--- src/rtl/busseq_pkg.sv ---
package busseq_pkg;

  typedef enum logic [1:0] {
    PH_FREE = 2'd0,
    PH_EXEC = 2'd1,
    PH_DATA = 2'd2
  } phase_e;

  typedef enum logic [1:0] {
    TO_STATUS = 2'd0,
    TO_EXEC   = 2'd1,
    TO_DATA   = 2'd2
  } tgt_out_e;

  typedef struct packed {
    logic sw_reset;
    logic disc;
    logic sel;
    logic selx;
    logic atn;
  } cmd_kind_t;

  localparam logic [7:0] ST_RESET     = 8'h00;
  localparam logic [7:0] ST_RESET_ADV = 8'h01;
  localparam logic [7:0] ST_DONE      = 8'h16;
  localparam logic [7:0] ST_SEL_TO    = 8'h42;
  localparam logic [7:0] ST_DISC      = 8'h85;

  localparam logic [7:0] AUX_DBR = 8'h01;
  localparam logic [7:0] AUX_CIP = 8'h10;
  localparam logic [7:0] AUX_BSY = 8'h20;
  localparam logic [7:0] AUX_INT = 8'h80;

  localparam int AUX_CIP_BIT = 4;
  localparam int AUX_INT_BIT = 7;

endpackage

--- src/rtl/busseq_cmd_decode.sv ---
module busseq_cmd_decode
  import busseq_pkg::*;
(
  input  logic [7:0] code,
  output cmd_kind_t  kind
);

  always_comb begin
    kind = '0;
    case (code)
      8'h00: kind.sw_reset = 1'b1;
      8'h04: kind.disc     = 1'b1;
      8'h06: begin kind.sel  = 1'b1; kind.atn = 1'b1; end
      8'h07: kind.sel      = 1'b1;
      8'h08: begin kind.selx = 1'b1; kind.atn = 1'b1; end
      8'h09: kind.selx     = 1'b1;
      default: kind = '0;
    endcase
  end

endmodule

--- src/rtl/busseq_tgt_outcome.sv ---
module busseq_tgt_outcome
  import busseq_pkg::*;
(
  input  logic [1:0] tgt_phase,
  output tgt_out_e   outc
);

  always_comb begin
    if (tgt_phase[1])      outc = TO_DATA;
    else if (tgt_phase[0]) outc = TO_EXEC;
    else                   outc = TO_STATUS;
  end

endmodule

--- src/rtl/busseq_top.sv ---
module busseq_top
  import busseq_pkg::*;
#(
  parameter int TC_W = 24
) (
  input  logic            clk,
  input  logic            rst_n,
  input  logic            cmd_valid,
  input  logic [7:0]      cmd_code,
  input  logic            adv_enable,
  input  logic            dst_wr,
  input  logic [2:0]      dst_wdata,
  input  logic            lun_wr,
  input  logic [7:0]      lun_wdata,
  input  logic            tc_wr,
  input  logic [TC_W-1:0] tc_wdata,
  input  logic            aux_rd,
  input  logic            stat_rd,
  input  logic            tgt_sel_ok,
  input  logic [1:0]      tgt_phase,
  input  logic [7:0]      tgt_status,
  input  logic            tgt_xfer_done,
  output logic [7:0]      bus_status,
  output logic [7:0]      aux_status,
  output logic [7:0]      cmd_reg,
  output logic [7:0]      lun_reg,
  output logic [TC_W-1:0] xfer_count,
  output logic [2:0]      target_id,
  output logic            connected,
  output logic            dev_busy,
  output logic            ident_valid,
  output logic [7:0]      ident_byte,
  output logic            irq
);

  localparam logic [7:0] IDENT_FLAG = 8'h80;

  phase_e          phase_q, n_phase;
  logic [7:0]      bus_q, n_bus;
  logic [7:0]      aux_q, n_aux;
  logic [7:0]      cmd_q, n_cmd;
  logic [7:0]      lun_q, n_lun;
  logic [2:0]      dst_q, n_dst;
  logic [2:0]      tgt_q, n_tgt;
  logic [TC_W-1:0] tc_q, n_tc;
  logic            busy_q, n_busy;
  logic            idv_q, n_idv;
  logic [7:0]      idb_q, n_idb;

  cmd_kind_t kind;
  tgt_out_e  outc;
  logic      cmd_take;
  logic      disc_req;
  logic      disc_conn;
  logic      upd_en;

  busseq_cmd_decode u_dec (
    .code (cmd_code),
    .kind (kind)
  );

  busseq_tgt_outcome u_out (
    .tgt_phase (tgt_phase),
    .outc      (outc)
  );

  assign cmd_take = cmd_valid && !aux_q[AUX_CIP_BIT];
  assign upd_en   = cmd_valid | aux_rd | stat_rd | lun_wr | dst_wr | tc_wr
                  | tgt_xfer_done | idv_q;

  // next-state logic
  always_comb begin
    n_phase   = phase_q;
    n_bus     = bus_q;
    n_aux     = aux_q;
    n_cmd     = cmd_q;
    n_lun     = lun_q;
    n_dst     = dst_q;
    n_tgt     = tgt_q;
    n_tc      = tc_q;
    n_busy    = busy_q & ~tgt_xfer_done;
    n_idv     = 1'b0;
    n_idb     = idb_q;
    disc_req  = 1'b0;
    disc_conn = (phase_q != PH_FREE);

    if (cmd_take) begin
      n_cmd = cmd_code;
      if (kind.sw_reset) begin
        n_lun    = '0;
        n_dst    = '0;
        n_tc     = '0;
        disc_req = 1'b1;
      end else if (kind.disc) begin
        disc_req = 1'b1;
      end else if (kind.sel) begin
        n_tgt = dst_q;
        n_bus = ST_SEL_TO;
        n_tc  = '0;
        n_aux = AUX_INT;
      end else if (kind.selx) begin
        n_tgt = dst_q;
        if (!busy_q && tgt_sel_ok) begin
          if (kind.atn) begin
            n_idv = 1'b1;
            n_idb = lun_q | IDENT_FLAG;
          end
          case (outc)
            TO_STATUS: begin
              n_lun     = tgt_status;
              n_bus     = ST_DONE;
              disc_req  = 1'b1;
              disc_conn = 1'b1;
            end
            TO_EXEC: begin
              n_aux   = AUX_CIP | AUX_BSY;
              n_phase = PH_EXEC;
              n_busy  = 1'b1;
            end
            default: begin
              n_aux   = AUX_CIP | AUX_BSY | AUX_DBR;
              n_phase = PH_DATA;
              n_busy  = 1'b0;
            end
          endcase
        end else begin
          n_bus = ST_SEL_TO;
          n_aux = AUX_INT;
          n_tc  = '0;
        end
      end
    end else if (aux_rd && (phase_q == PH_EXEC)) begin
      case (outc)
        TO_STATUS: begin
          n_lun    = tgt_status;
          n_bus    = ST_DONE;
          disc_req = 1'b1;
        end
        TO_DATA: begin
          n_aux   = aux_q | AUX_DBR;
          n_phase = PH_DATA;
        end
        default: n_aux = aux_q;
      endcase
    end else if (stat_rd) begin
      if (bus_q != ST_DONE) begin
        n_aux[AUX_INT_BIT] = 1'b0;
      end else begin
        n_bus = ST_DISC;
        n_aux = AUX_INT;
      end
    end else begin
      if (lun_wr) n_lun = lun_wdata;
      if (dst_wr) n_dst = dst_wdata;
      if (tc_wr)  n_tc  = tc_wdata;
    end

    if (disc_req) begin
      if (disc_conn) begin
        if (n_bus != ST_DONE) n_bus = ST_DISC;
        n_aux   = AUX_INT;
        n_phase = PH_FREE;
      end
      n_tc = '0;
      if (cmd_take && kind.sw_reset) n_bus = adv_enable ? ST_RESET_ADV : ST_RESET;
    end
  end

  // state registers
  always_ff @(posedge clk or negedge rst_n) begin
    if (!rst_n) begin
      phase_q <= PH_FREE;
      bus_q   <= ST_RESET;
      aux_q   <= AUX_INT;
      cmd_q   <= '0;
      lun_q   <= '0;
      dst_q   <= '0;
      tgt_q   <= '0;
      tc_q    <= '0;
      busy_q  <= 1'b0;
      idv_q   <= 1'b0;
      idb_q   <= '0;
    end else if (upd_en) begin
      phase_q <= n_phase;
      bus_q   <= n_bus;
      aux_q   <= n_aux;
      cmd_q   <= n_cmd;
      lun_q   <= n_lun;
      dst_q   <= n_dst;
      tgt_q   <= n_tgt;
      tc_q    <= n_tc;
      busy_q  <= n_busy;
      idv_q   <= n_idv;
      idb_q   <= n_idb;
    end
  end

  assign bus_status  = bus_q;
  assign aux_status  = aux_q;
  assign cmd_reg     = cmd_q;
  assign lun_reg     = lun_q;
  assign xfer_count  = tc_q;
  assign target_id   = tgt_q;
  assign connected   = (phase_q != PH_FREE);
  assign dev_busy    = busy_q;
  assign ident_valid = idv_q;
  assign ident_byte  = idb_q;
  assign irq         = aux_q[AUX_INT_BIT];

  // assertions
  assert_cmd_ignored_R1: assert property (@(posedge clk) disable iff (!rst_n)
    (cmd_valid && aux_q[AUX_CIP_BIT]) |=> $stable(cmd_q));

  assert_cip_connected_R8: assert property (@(posedge clk) disable iff (!rst_n)
    aux_q[AUX_CIP_BIT] |-> (phase_q != PH_FREE));

  assert_disconnect_R3: assert property (@(posedge clk) disable iff (!rst_n)
    (cmd_take && cmd_code == 8'h04) |=> (tc_q == '0 && phase_q == PH_FREE));

  assert_select_R4: assert property (@(posedge clk) disable iff (!rst_n)
    (cmd_take && (cmd_code == 8'h06 || cmd_code == 8'h07))
      |=> (bus_q == ST_SEL_TO && aux_q == AUX_INT && tc_q == '0));

  assert_refuse_busy_R5: assert property (@(posedge clk) disable iff (!rst_n)
    (cmd_take && kind.selx && busy_q) |=> (bus_q == ST_SEL_TO && aux_q == AUX_INT));

  assert_ident_R6: assert property (@(posedge clk) disable iff (!rst_n)
    idv_q |-> (idb_q[7] && $past(cmd_code) == 8'h08));

endmodule

--- config.mk ---
export PLATFORM = sky130hd
export DESIGN_NAME = busseq_top
export DESIGN_NICKNAME = d
export VERILOG_FILES = /design/src/rtl/busseq_pkg.sv /design/src/rtl/busseq_cmd_decode.sv /design/src/rtl/busseq_tgt_outcome.sv /design/src/rtl/busseq_top.sv
export SDC_FILE = /design/constraint.sdc
export NUM_CORES = 1
export LEC_CHECK = 0
export BUFFER_PORTS_ARGS = -buffer_cell sky130_fd_sc_hd__buf_2
export CAP_MARGIN = 25
export CORE_ASPECT_RATIO = 1.5
export CORE_MARGIN = 5
export CORE_UTILIZATION = 53
export CTS_CLUSTER_DIAMETER = 80
export CTS_CLUSTER_SIZE = 16
export DETAILED_ROUTE_END_ITERATION = 6
export HOLD_SLACK_MARGIN = 0.15
export PLACE_DENSITY = 0.95
export SLEW_MARGIN = 0
export SYNTH_ARGS = -nofsm -noshare
export SYNTH_HDL_FRONTEND = slang
export SYNTH_HIERARCHICAL = 1
export SYNTH_SLANG_ARGS = --single-unit
export TNS_END_PERCENT = 30
--- constraint.sdc ---
create_clock -name clk -period 2.7 [get_ports clk]
set_input_delay 0.54 -clock clk [delete_from_list [all_inputs] [get_ports clk]]
set_output_delay 0.54 -clock clk [all_outputs]
set_load 0.05 [all_outputs]
Yosys cells after proc, flatten, opt, wreduce, memory -nomap -nowiden
Cells that the tools add are included.
- input port bits: 64
- register bits after elaboration: 74
- logic and storage cells: 171
- multiplexer cells: 103
- bitwise operators: 12
- eq/ne operators: 23
- reduce and logical (&&, ||, !) cells: 22
- operator list (kind ; number):
    8-bit 2-to-1 mux ; 34
    24-bit 2-to-1 mux ; 10
    1-bit 2-to-1 mux ; 37
    8-bit by 3-bit equality test with 1-bit output, second input constant ; 3
    2-bit 2-to-1 mux ; 11
    3-bit 2-to-1 mux ; 7
    8-bit by 4-bit equality test with 1-bit output, second input constant ; 2
    8-bit by 5-bit != test with 1-bit output, second input constant ; 2
    8-bit one-hot mux with 2 select lines ; 1
    7-bit AND reduction ; 2
    3-bit != test, second input constant ; 4
    5-bit AND reduction ; 2
    8-bit logical NOT ; 1
    8-bit AND reduction ; 1
    7-bit 2-to-1 mux ; 1
    1-bit bitwise OR ; 7
    3-bit by 1-bit != test with 1-bit output, second input constant ; 2
    2-bit nonzero test ; 3
    3-bit nonzero test ; 2
    2-bit OR reduction ; 3
    5-bit by 4-bit != test with 1-bit output, second input constant ; 1
    5-bit != test, second input constant ; 1
    2-bit by 1-bit equality test with 1-bit output, second input constant ; 2
    1-bit logical AND ; 4
    other kinds (12) ; 17

Logic depth before layout (Yosys ltp)
Gate-level depths: netlist (run 1).
- depth in word-level cells: 15
- depth in mapped cells: 9

By module
Netlist (run 1), hierarchy kept.
- modules (own cells, without submodules) (module ; area an instance (sq um) ; sequential area each (sq um) ; cells an instance ; instances):
    busseq_top ; 3377.0 ; 1853.0 ; 345 ; 1
    busseq_cmd_decode ; 72.6 ; 0.0 ; 10 ; 1
    busseq_tgt_outcome ; 21.3 ; 0.0 ; 2 ; 1

Worst setup path after synthesis (run 1)
Ideal clock, no wire load.
- kind: in2reg
- start: input cmd_code[5]
- end: register idb_q[0] (netlist: ident_byte[0])
- library setup time: 0.125 ns
- stages: 6
- data required time: 2.575 ns
- data arrival time: 2.534 ns
- setup slack: 0.041 ns
- cells stage by stage: or4_4 nor4_2 nor4b_4 and2b_1 nand2_1 mux2_2
- RTL lines (what ; line ; RTL):
    start, declared ; busseq_top.sv:9 ; input logic [7:0] cmd_code,
    end signal, assigned ; busseq_top.sv:194 ; idb_q <= n_idb;
    end, declared ; busseq_top.sv:48 ; logic [7:0] idb_q, n_idb;

==> metrics.txt, run 1 <==
area of the multi-input gates 1490 um^2; largest net degree at the start of global routing 75; vias post-DR 3287; biggest cell delay along the critical path 560 ps; Max Cap Viol 0; outcome finished clean; register area 1850 um^2; wire per inst 16.8 um; post-synthesis instance total 357; first-pass GRT wire length 15400 um; sequential area share after synthesis 53.4%; grt total ovfl 0; Cell Area, Placed 4270 um^2; CP max-delay cell or4_4; Core ar. 6440 um^2; Fin Clk Skew 13.0 ps; Pwr Total 2.97 mW; synth warn 6; Setup TNS 0 ps; Synth-to-Final Area Change 28.7%; EDFF count, synth 0; DP Worst Slack -30.8 ps; PortBufs 134; initial drt markers 197; initial antenna violation count 0; GPL Wtd Cong 0.925; Achievable Freq 426 MHz; RSZ-0062 raised after global routing false; final worst setup slack 352 ps; syn_nets 421; # setup viols final 0; peak supply drop 0.448 mV; power per cell area 666 nW/um^2; worst-path maximum fanout 9; number of global-route vias before repair 3230; Die W 76.1 um; Leakage Power 2.38 nW; CP Launch Type input pin; share of cells above drive strength 1 37.2%; full die area 8300 um^2; R2R setup slack 510 ps; Hold Crit Class input pin to async pin; Req. time, crit path 2950 ps; Top FF cell, synth dfrtp_1; Worst slew margin 39.9%; Clock Latency Late Sink 360 ps; Slew @ Worst Pin 901 ps; I/O Pins 135; asr flop ratio synth 100%; Post-DRT Antenna Nets 0; final period utilization 87.0%; Reg clk slew, reported paths 80 ps; Post-Place Cells 563; first drt pass iteration count 4; CTS Buffer Depth 2; minimum clock period 2350 ps; htree depth 3; WP data arrival 2590 ps; Setup Fix Bufs, Post-CTS 0; FP Rows 36; number of synthesized register bits 74; Total Wirelength 9720 um; commonest non-fill, non-tap cell in the layout buf_2; cells along the critical path buf_2, or4_4, nor4_2, buf_4, nor4b_4, and2b_1, nand2_1, mux2_2; CTS sink cnt 74; DRC viols 0; number of flip-flops in the largest register 24; Yosys cell types 62; Cell Area, Synth 3470 um^2; Syn Area/Cell 9.72 um^2; Hold Violations, Final 0; Layout Cells excl Fill 579; most frequent cells in the layout 133 x buf_2, 94 x nand2_1, 73 x dfrtp_1; CTS Buf Count 9; fillers 498; ant diodes 0; WS Path Type input pin to register; CTS tree yes; gr usage total 23.4%; Slew Viols, Final 0; Initial Util 53.9%; Post-CTS Hold Buffers 0; Die Y 109 um; CTS root buffer clkbuf_8; final net count 562; CP endpoint kind register; final instance area 4470 um^2; DPL Wire Length 7430 um; via-per-instance ratio 5.68; Post-CTS Resized 0
## power breakdown
part           internal [mW]  leakage, nW  switching (mW)  total (mW)
logic                  0.215         1.32           0.602       0.817
clock network          0.431       0.0923           0.438       0.868
registers               1.22        0.973          0.0725        1.29
total                   1.86         2.38            1.11        2.97
## per-layer routing
metal	global-route usage, %	wire length [um]	up-vias
met5	0	0	-
met4	12.6	297	0
met3	6.78	891	25
met2	39.9	4820	161
met1	26.4	3710	1558
li1	-	-	1543
## metrics by stage
stage | utilization, % | hold slack, ps
after CTS | 69.4 | 329
after detailed placement | 66.3 | 450
after global routing | 69.4 | 399
after global placement | 66.3 | 448
after floorplan | - | 244
final | 69.4 | 292
## synthesized netlist by cell type, types with 2 or more instances
cell,n,area [um^2]
nor4_1,3,18.8
nor3_1,5,25.0
and2_1,6,37.5
inv_1,6,22.5
or4_1,3,22.5
or4_4,2,22.5
or3_1,2,12.5
nand3_1,5,25.0
and3_1,2,12.5
o21ai_1,2,10.0
mux2_2,7,78.8
o21ai_0,36,180
clkbuf_1,7,26.3
a22o_1,19,166
dfrtp_1,73,1830
nand2_1,94,353
nor2_1,12,45.0
o211ai_1,2,15.0
buf_4,2,15.0
buf_2,10,50.1
a31oi_1,3,18.8
nand2b_1,4,25.0
a211oi_1,3,22.5
o2111ai_1,2,17.5
nand3b_1,2,15.0
a21oi_1,9,45.0
## path summary, 6_finish.rpt
kind | start | end | cells after the start
worst min register to register | ident_byte[7] | ident_byte[7] | 1
min in group clk | cmd_code[7] | cmd_reg[7] | 3
worst min-delay path | rst_n | xfer_count[15] | 1
max in group asynchronous | rst_n | bus_status[4] | 1
worst max-delay path | cmd_code[5] | ident_byte[1] | 8
worst max register to register | phase_q[0] | lun_reg[7] | 5
## cell families (layout without fill, tap and decap cells)
| group | count (synthesis) | after routing | synth area share, % |
|---|---|---|---|
| muxes | 7 | 7 | 2.27 |
| DFF | 74 | 74 | 53.4 |
| AOI/OAI and AO/OA | 93 | 93 | 18.2 |
| buffers and inverters | 26 | 172 | 3.60 |
| and+or+nand+nor | 157 | 157 | 22.5 |
## critical path: cells and delay by family
kind	cells	cell delay [ps]
mux	1	390
buf+inv	2	300
simple gates	5	1360
## layout make-up
cell class              count  share of cell area (%)
clock buffers               9                    2.77
well taps                  76                    2.13
clock inverters             7                    1.68
inverters                   6                   0.504
flip-flops and latches     74                    41.5
repair buffers            150                    18.0
multi-input cells         257                    33.4
No activity file was read; power rests on OpenSTA's default activity.
==> run 2: changes to the inputs <==
Settings changed: BUFFER_PORTS_ARGS -buffer_cell sky130_fd_sc_hd__buf_2 to default, CORE_UTILIZATION 53 to 56, DONT_BUFFER_PORTS from default to 1, PLACE_DENSITY 0.95 to 0.82.
==> run 2 against run 1 <==
  * First-iteration DRC count down 39%
  * Wire length fell by 8.9%
  * Design area shrank 14%
  * Non-clock buffer count down 128
  * Largest cell class unchanged
  * Via count shrank 17%
  * Die area decreased by 4.8%
  * Total power is 4.4% lower
==> metrics.txt, run 2 (synthesis results as in run 1) <==
CP Launch Type input pin; first-pass GRT wire length 13900 um (-9.6%); CTS root buffer clkbuf_8; Total Wirelength 8860 um (-8.9%); DRC viols 0 (unchanged); most frequent cells in the layout 94 x nand2_1, 73 x dfrtp_1, 36 x o21ai_0; DPL Wire Length 6770 um (-8.9%); Hold Violations, Final 0 (unchanged); ant diodes 0 (unchanged); CTS Buf Count 9 (unchanged); initial antenna violation count 0 (unchanged); wire per inst 19.7 um (+18%); Fin Clk Skew 10.2 ps (-2.87 ps); share of cells above drive strength 1 15.2% (-22 points); biggest cell delay along the critical path 550 ps (about the same); Clock Latency Late Sink 350 ps (about the same); CP max-delay cell or4_4; first drt pass iteration count 4 (unchanged); commonest non-fill, non-tap cell in the layout nand2_1; internal power 1.79 mW (-3.9%); Post-Place Cells 431 (-23%); # setup viols final 0 (unchanged); CTS sink cnt 74 (unchanged); Reg power frac 57.8% (+14 points); cells along the critical path or4_4, nor2_1, nand4bb_1, or3_1, nand2_1, buf_4, a211oi_1; fillers 504 (+1.2%); RSZ-0062 raised after global routing false; Core ar. 6090 um^2 (-5.5%); sw power 1.05 mW (-5.2%); initial drt markers 120 (-39%); Post-CTS Resized 0 (unchanged); Die W 74.3 um (-2.4%); FP Rows 35 (-2.8%); Req. time, crit path 2900 ps (-50 ps); GPL Wtd Cong 0.967 (+4.5%); peak supply drop 0.468 mV (+4.5%); CTS tree yes; full die area 7900 um^2 (-4.8%); worst path bufs/invs 1 (-1); Reg clk slew, reported paths 80 ps (about the same); WS Path Type input pin to register; number of flip-flops in the largest register 24 (unchanged); minimum clock period 2250 ps (-93.4 ps); Pwr Total 2.84 mW (-4.4%); htree depth 3 (unchanged); Initial Util 57.0% (+3.1 points); Setup TNS 0 ps (unchanged); CTS Buffer Depth 2 (unchanged); power per cell area 738 nW/um^2 (+11%); number of global-route vias before repair 2853 (-12%); Slew Viols, Final 0 (unchanged); Layout Cells excl Fill 449 (-22%); Worst slew margin 49.3% (+9.3 points); final period utilization 83.5% (-3.5 points); Achievable Freq 444 MHz (+4.1%); Hold Crit Class input pin to register; Slew @ Worst Pin 758 ps (-143 ps); Die Y 106 um (-2.5%); worst-path maximum fanout 5 (-4); Post-DRT Antenna Nets 0 (unchanged); outcome finished clean; via-per-instance ratio 6.07 (+6.9%); Gate power share 11.3% (-16 points); Clk pwr share 30.9% (+1.7 points); largest net degree at the start of global routing 75 (unchanged); gr usage total 23.2% (-0.24 points); final worst setup slack 445 ps (+93.4 ps); PortBufs 0 (-100%); vias post-DR 2724 (-17%); cell family with most CP delay simple AND/OR/NAND/NOR gates; Leakage Power 1.81 nW (-24%); grt total ovfl 0 (unchanged); WP data arrival 2450 ps (-140 ps); final net count 434 (-23%); Sw Share 37.1% (-0.32 points); Max Cap Viol 0 (unchanged); DP Worst Slack 86.2 ps (+117 ps); CP endpoint kind register; I/O Pins 135 (unchanged); Synth-to-Final Area Change 11.0%
-- run 2: power groups by stage --
stage / clock (mW) / sequential (mW) / combinational, mW
final: 0.880 / 1.64 / 0.321
after global placement: 0 / 1.67 / 0.287
after floorplan: 0 / 1.66 / 0.212
after global routing: 0.948 / 1.66 / 0.362
after detailed placement: 0 / 1.67 / 0.295
after CTS: 0.890 / 1.65 / 0.323
-- run 2: per-layer routing --
layer / GRT usage, % / wire length [um] / part of all wire, %
met5: 0 / 0 / 0
met1: 25.6 / 3170 / 36
met2: 37.9 / 4310 / 49
met3: 9.27 / 1100 / 12
met4: 11.3 / 277 / 3.1
-- run 2: repair_timing --
action / in CTS / in global routing
hold buffers: 2 / 0
hold endpoints to repair: 74 / 0
buffers inserted: 0 / 0
-- run 2: worst paths after layout --
| kind | cells past startpoint | slack (ps) | startpoint | to |
|---|---|---|---|---|
| min in group asynchronous | 2 | 740 | rst_n | xfer_count[14] |
| max in group asynchronous | 2 | 1650 | rst_n | phase_q[0] |
| worst min-delay path | 2 | 290 | cmd_code[6] | cmd_reg[6] |
| worst max register to register | 5 | 470 | dev_busy | bus_status[7] |
| worst min register to register | 2 | 480 | dst_q[1] | target_id[1] |
| worst max-delay path | 7 | 450 | cmd_code[5] | aux_status[0] |
-- run 2: cell type report --
cell class / instances / area [um^2] / area share, %
multi-input cells: 257 / 1490 / 38.8
well taps: 74 / 92.6 / 2.40
flip-flops and latches: 74 / 1850 / 48.1
clock buffers: 11 / 141 / 3.67
clock inverters: 5 / 61.3 / 1.59
inverters: 6 / 22.5 / 0.585
repair buffers: 22 / 188 / 4.87
-- run 2: stage by stage --
step,area (um^2),hold WS (ps),util (%)
5_1_grt,3850,288,63.3
3_3_place_gp,3610,246,59.3
3_5_place_dp,3610,246,59.3
2_1_floorplan,3470,244,-
4_1_cts,3850,280,63.3
6_report,3850,288,63.3
==> run 3: changes to the inputs <==
Settings changed: ABC_AREA from default to 1.
Clock period 2.7 ns to 2.1 ns, I/O delays scaled along.
==> run 3 against run 2 <==
  * The flow now finishes with violations (hold timing)
  * First-iteration DRC count increased by 36%
  * Count of clock-buffer cells in the layout increased by 5
  * Critical path depth increased by 4
  * Worst hold slack got worse by 540 ps
  * Clock power increased by 12%
  * Sequential share of layout area decreased by 6.1 points
  * Wire length increased by 9.7%
  * Sequential power increased by 36%
  * Via count increased by 22%
  * Sequential cell count unchanged
==> metrics.txt, run 3 <==
Worst slew margin 62.8% (+13 points); final instance area 4410 um^2 (+15%); Die Y 113 um (+5.7%); Synth-to-Final Area Change 12.4%; PortBufs 0 (unchanged); share of cells above drive strength 1 22.4% (+7.2 points); most frequent cells in the layout 116 x nand2_1, 73 x dfrtp_1, 72 x inv_1; top cell type's share of synthesized area 46.5% (-6.1 points); Hold Violations, Final 74 (+74); Cell Area, Placed 4230 um^2 (+17%); post-synthesis instance total 471 (+32%); CTS tree yes; Hold Crit Class input pin to async pin; final worst setup slack 139 ps (-306 ps); I/O Pins 135 (unchanged); Fin Clk Skew 9.35 ps (-0.823 ps); RSZ-0062 raised after global routing false; DRC viols 0 (unchanged); commonest cells in the netlist 116 x nand2_1, 73 x dfrtp_1, 72 x inv_1; Req. time, crit path 2370 ps (-530 ps); Clock Latency Late Sink 360 ps (about the same); Leakage Power 2.25 nW (+25%); Post-DRT Antenna Nets 0 (unchanged); simple-gate share of the synthesized area 28.4% (+5.9 points); sequential area share after synthesis 47.2% (-6.2 points); CTS Buf Count 9 (unchanged); Total Wirelength 9720 um (+9.7%); vias post-DR 3310 (+22%); most frequent cell after synthesis nand2_1; mux cell area share after synthesis 0% (-2.3 points); DPL Wire Length 7640 um (+13%); full die area 8820 um^2 (+12%); Core ar. 6850 um^2 (+13%); number of global-route vias before repair 3323 (+16%); largest net degree at the start of global routing 75 (unchanged); outcome finished with violations; Worst Setup SP aux_status[4]; via-per-instance ratio 5.60 (-7.7%); DP Worst Slack -106 ps (-192 ps); htree depth 3 (unchanged); synth warn 6 (unchanged); Top FF cell, synth dfrtp_1; Final Core Density 64.4% (+1.1 points); CTS root buffer clkbuf_8; GPL Wtd Cong 0.894 (-7.6%); final net count 572 (+32%); CP endpoint kind register; Yosys cell types 42 (-32%); Cell Area, Synth 3930 um^2 (+13%); WS Path Type register to register; first-pass GRT wire length 15800 um (+13%); FF-to-FF Start aux_status[4]; Initial Util 57.3% (+0.27 points); grt total ovfl 0 (unchanged); Compound-Gate Fraction of Synth Area 13.6% (-4.6 points); first drt pass iteration count 4 (unchanged); power per cell area 906 nW/um^2 (+23%); Max Cap Viol 0 (unchanged); number of synthesized register bits 74 (unchanged); # setup viols final 0 (unchanged); xor-xnor portion of the synthesized cell area 0% (unchanged); Achievable Freq 510 MHz; initial antenna violation count 0 (unchanged); failing checks hold timing; EDFF count, synth 0 (unchanged); ant diodes 0 (unchanged); CTS Buffer Depth 2 (unchanged); Reg clk slew, reported paths 70 ps (about the same); Slew @ Worst Pin 559 ps (-199 ps); Post-CTS Hold Buffers 1 (-1); FP Rows 37 (+5.7%); final period utilization 93.4%; post-synthesis adder-cell area fraction 0% (unchanged); WP data arrival 2230 ps (-220 ps); gr usage total 22.8% (-0.37 points); initial drt markers 163 (+36%); peak supply drop 0.558 mV (+19%); CP Launch Type register; number of flip-flops in the largest register 24 (unchanged); area leader, netlist dfrtp_1; main combinational cell family by area after synthesis simple AND/OR/NAND/NOR gates; ranking of synthesized cells by area dfrtp_1 47%, nand2_1 11%, inv_1 6.9%; tightest hold margin -249 ps (-538 ps); Die W 78.4 um (+5.5%); commonest non-fill, non-tap cell in the layout nand2_1; wire per inst 16.5 um (-17%); Slew Viols, Final 0 (unchanged); CTS sink cnt 74 (unchanged); worst-path maximum fanout 19 (+14); minimum clock period 1960 ps; asr flop ratio synth 100% (unchanged); fillers 589 (+17%); syn_nets 535 (+27%); Syn Area/Cell 8.33 um^2 (-14%)
run 3: cell count changes after synthesis, moves of 7 or more:
cell     change
a22o_1      -18
nor2_1      +28
o21ai_0      -9
nand3_1     +24
mux2_2       -7
nand3_2     +18
inv_1       +66
o21ai_2     +20
nand2_1     +22
run 3: power breakdown:
part	total [mW]	switching, mW	internal [mW]
Combinational	0.787	0.508	0.279
Clock	0.985	0.488	0.497
Sequential	2.23	0.634	1.59
Total	4.00	1.63	2.37
run 3: cell families (layout without fill, tap and decap cells):
kind of cell           count (synthesis)  count (layout)
AOI/OAI and AO/OA                     77              77
buffers and inverters                 94             136
DFF                                   74              74
and+or+nand+nor                      226             226
run 3: layout make-up:
cell class                 instances  area [um^2]  area share, %
clock buffer                      16          170           3.86
inverter                          80          308           6.97
multi-input combinational        303         1660           37.5
sequential                        74         1850           42.0
tap                               78         97.6           2.21
timing repair buffer              40          328           7.43
run 3: worst paths after layout:
check	end	slack [ps]	depth (start not counted)
max	xfer_count[19]	140	11
min	xfer_count[12]	-250	0
max reg2reg	xfer_count[19]	140	11
min reg2reg	dst_q[2]	540	2
max in group asynchronous	aux_status[7]	2160	0
min in group clk	cmd_reg[2]	180	2
run 3: metrics by stage:
stage / total power [mW] / TNS, ps / instances
floorplan: 2.82 / 0 / 471
global placement: 3.01 / 0 / 574
finish: 4.00 / 0 / 591
global route: 4.21 / 0 / 591
detailed placement: 3.04 / -1060 / 574
CTS: 4.03 / 0 / 591
run 3: repair_timing:
action                                  in CTS  in global routing
endpoints found under the setup margin       0                  1
setup buffers                                0                  0
gates resized for setup                      0                  1
endpoints found under the hold margin       75                 74
run 3: worst max-delay path, cell delays in order (launching register included):
cell	delay, ps
dfrtp_1	440
nor2_8	250
inv_4	150
o21ai_4	110
inv_2	100
nor2_8	140
inv_6	30
nand4_2	50
and3_4	250
buf_12	160
nor2_1	50
a21oi_1	150
run 3: routing by layer:
metal / GRT usage, % / vias to the layer above / part of all wire [%]
li1: - / 1578 / -
met1: 24.1 / 1534 / 36
met2: 39.9 / 176 / 51
met3: 8.11 / 22 / 9.8
met4: 10.7 / 0 / 2.8
met5: 0 / - / 0
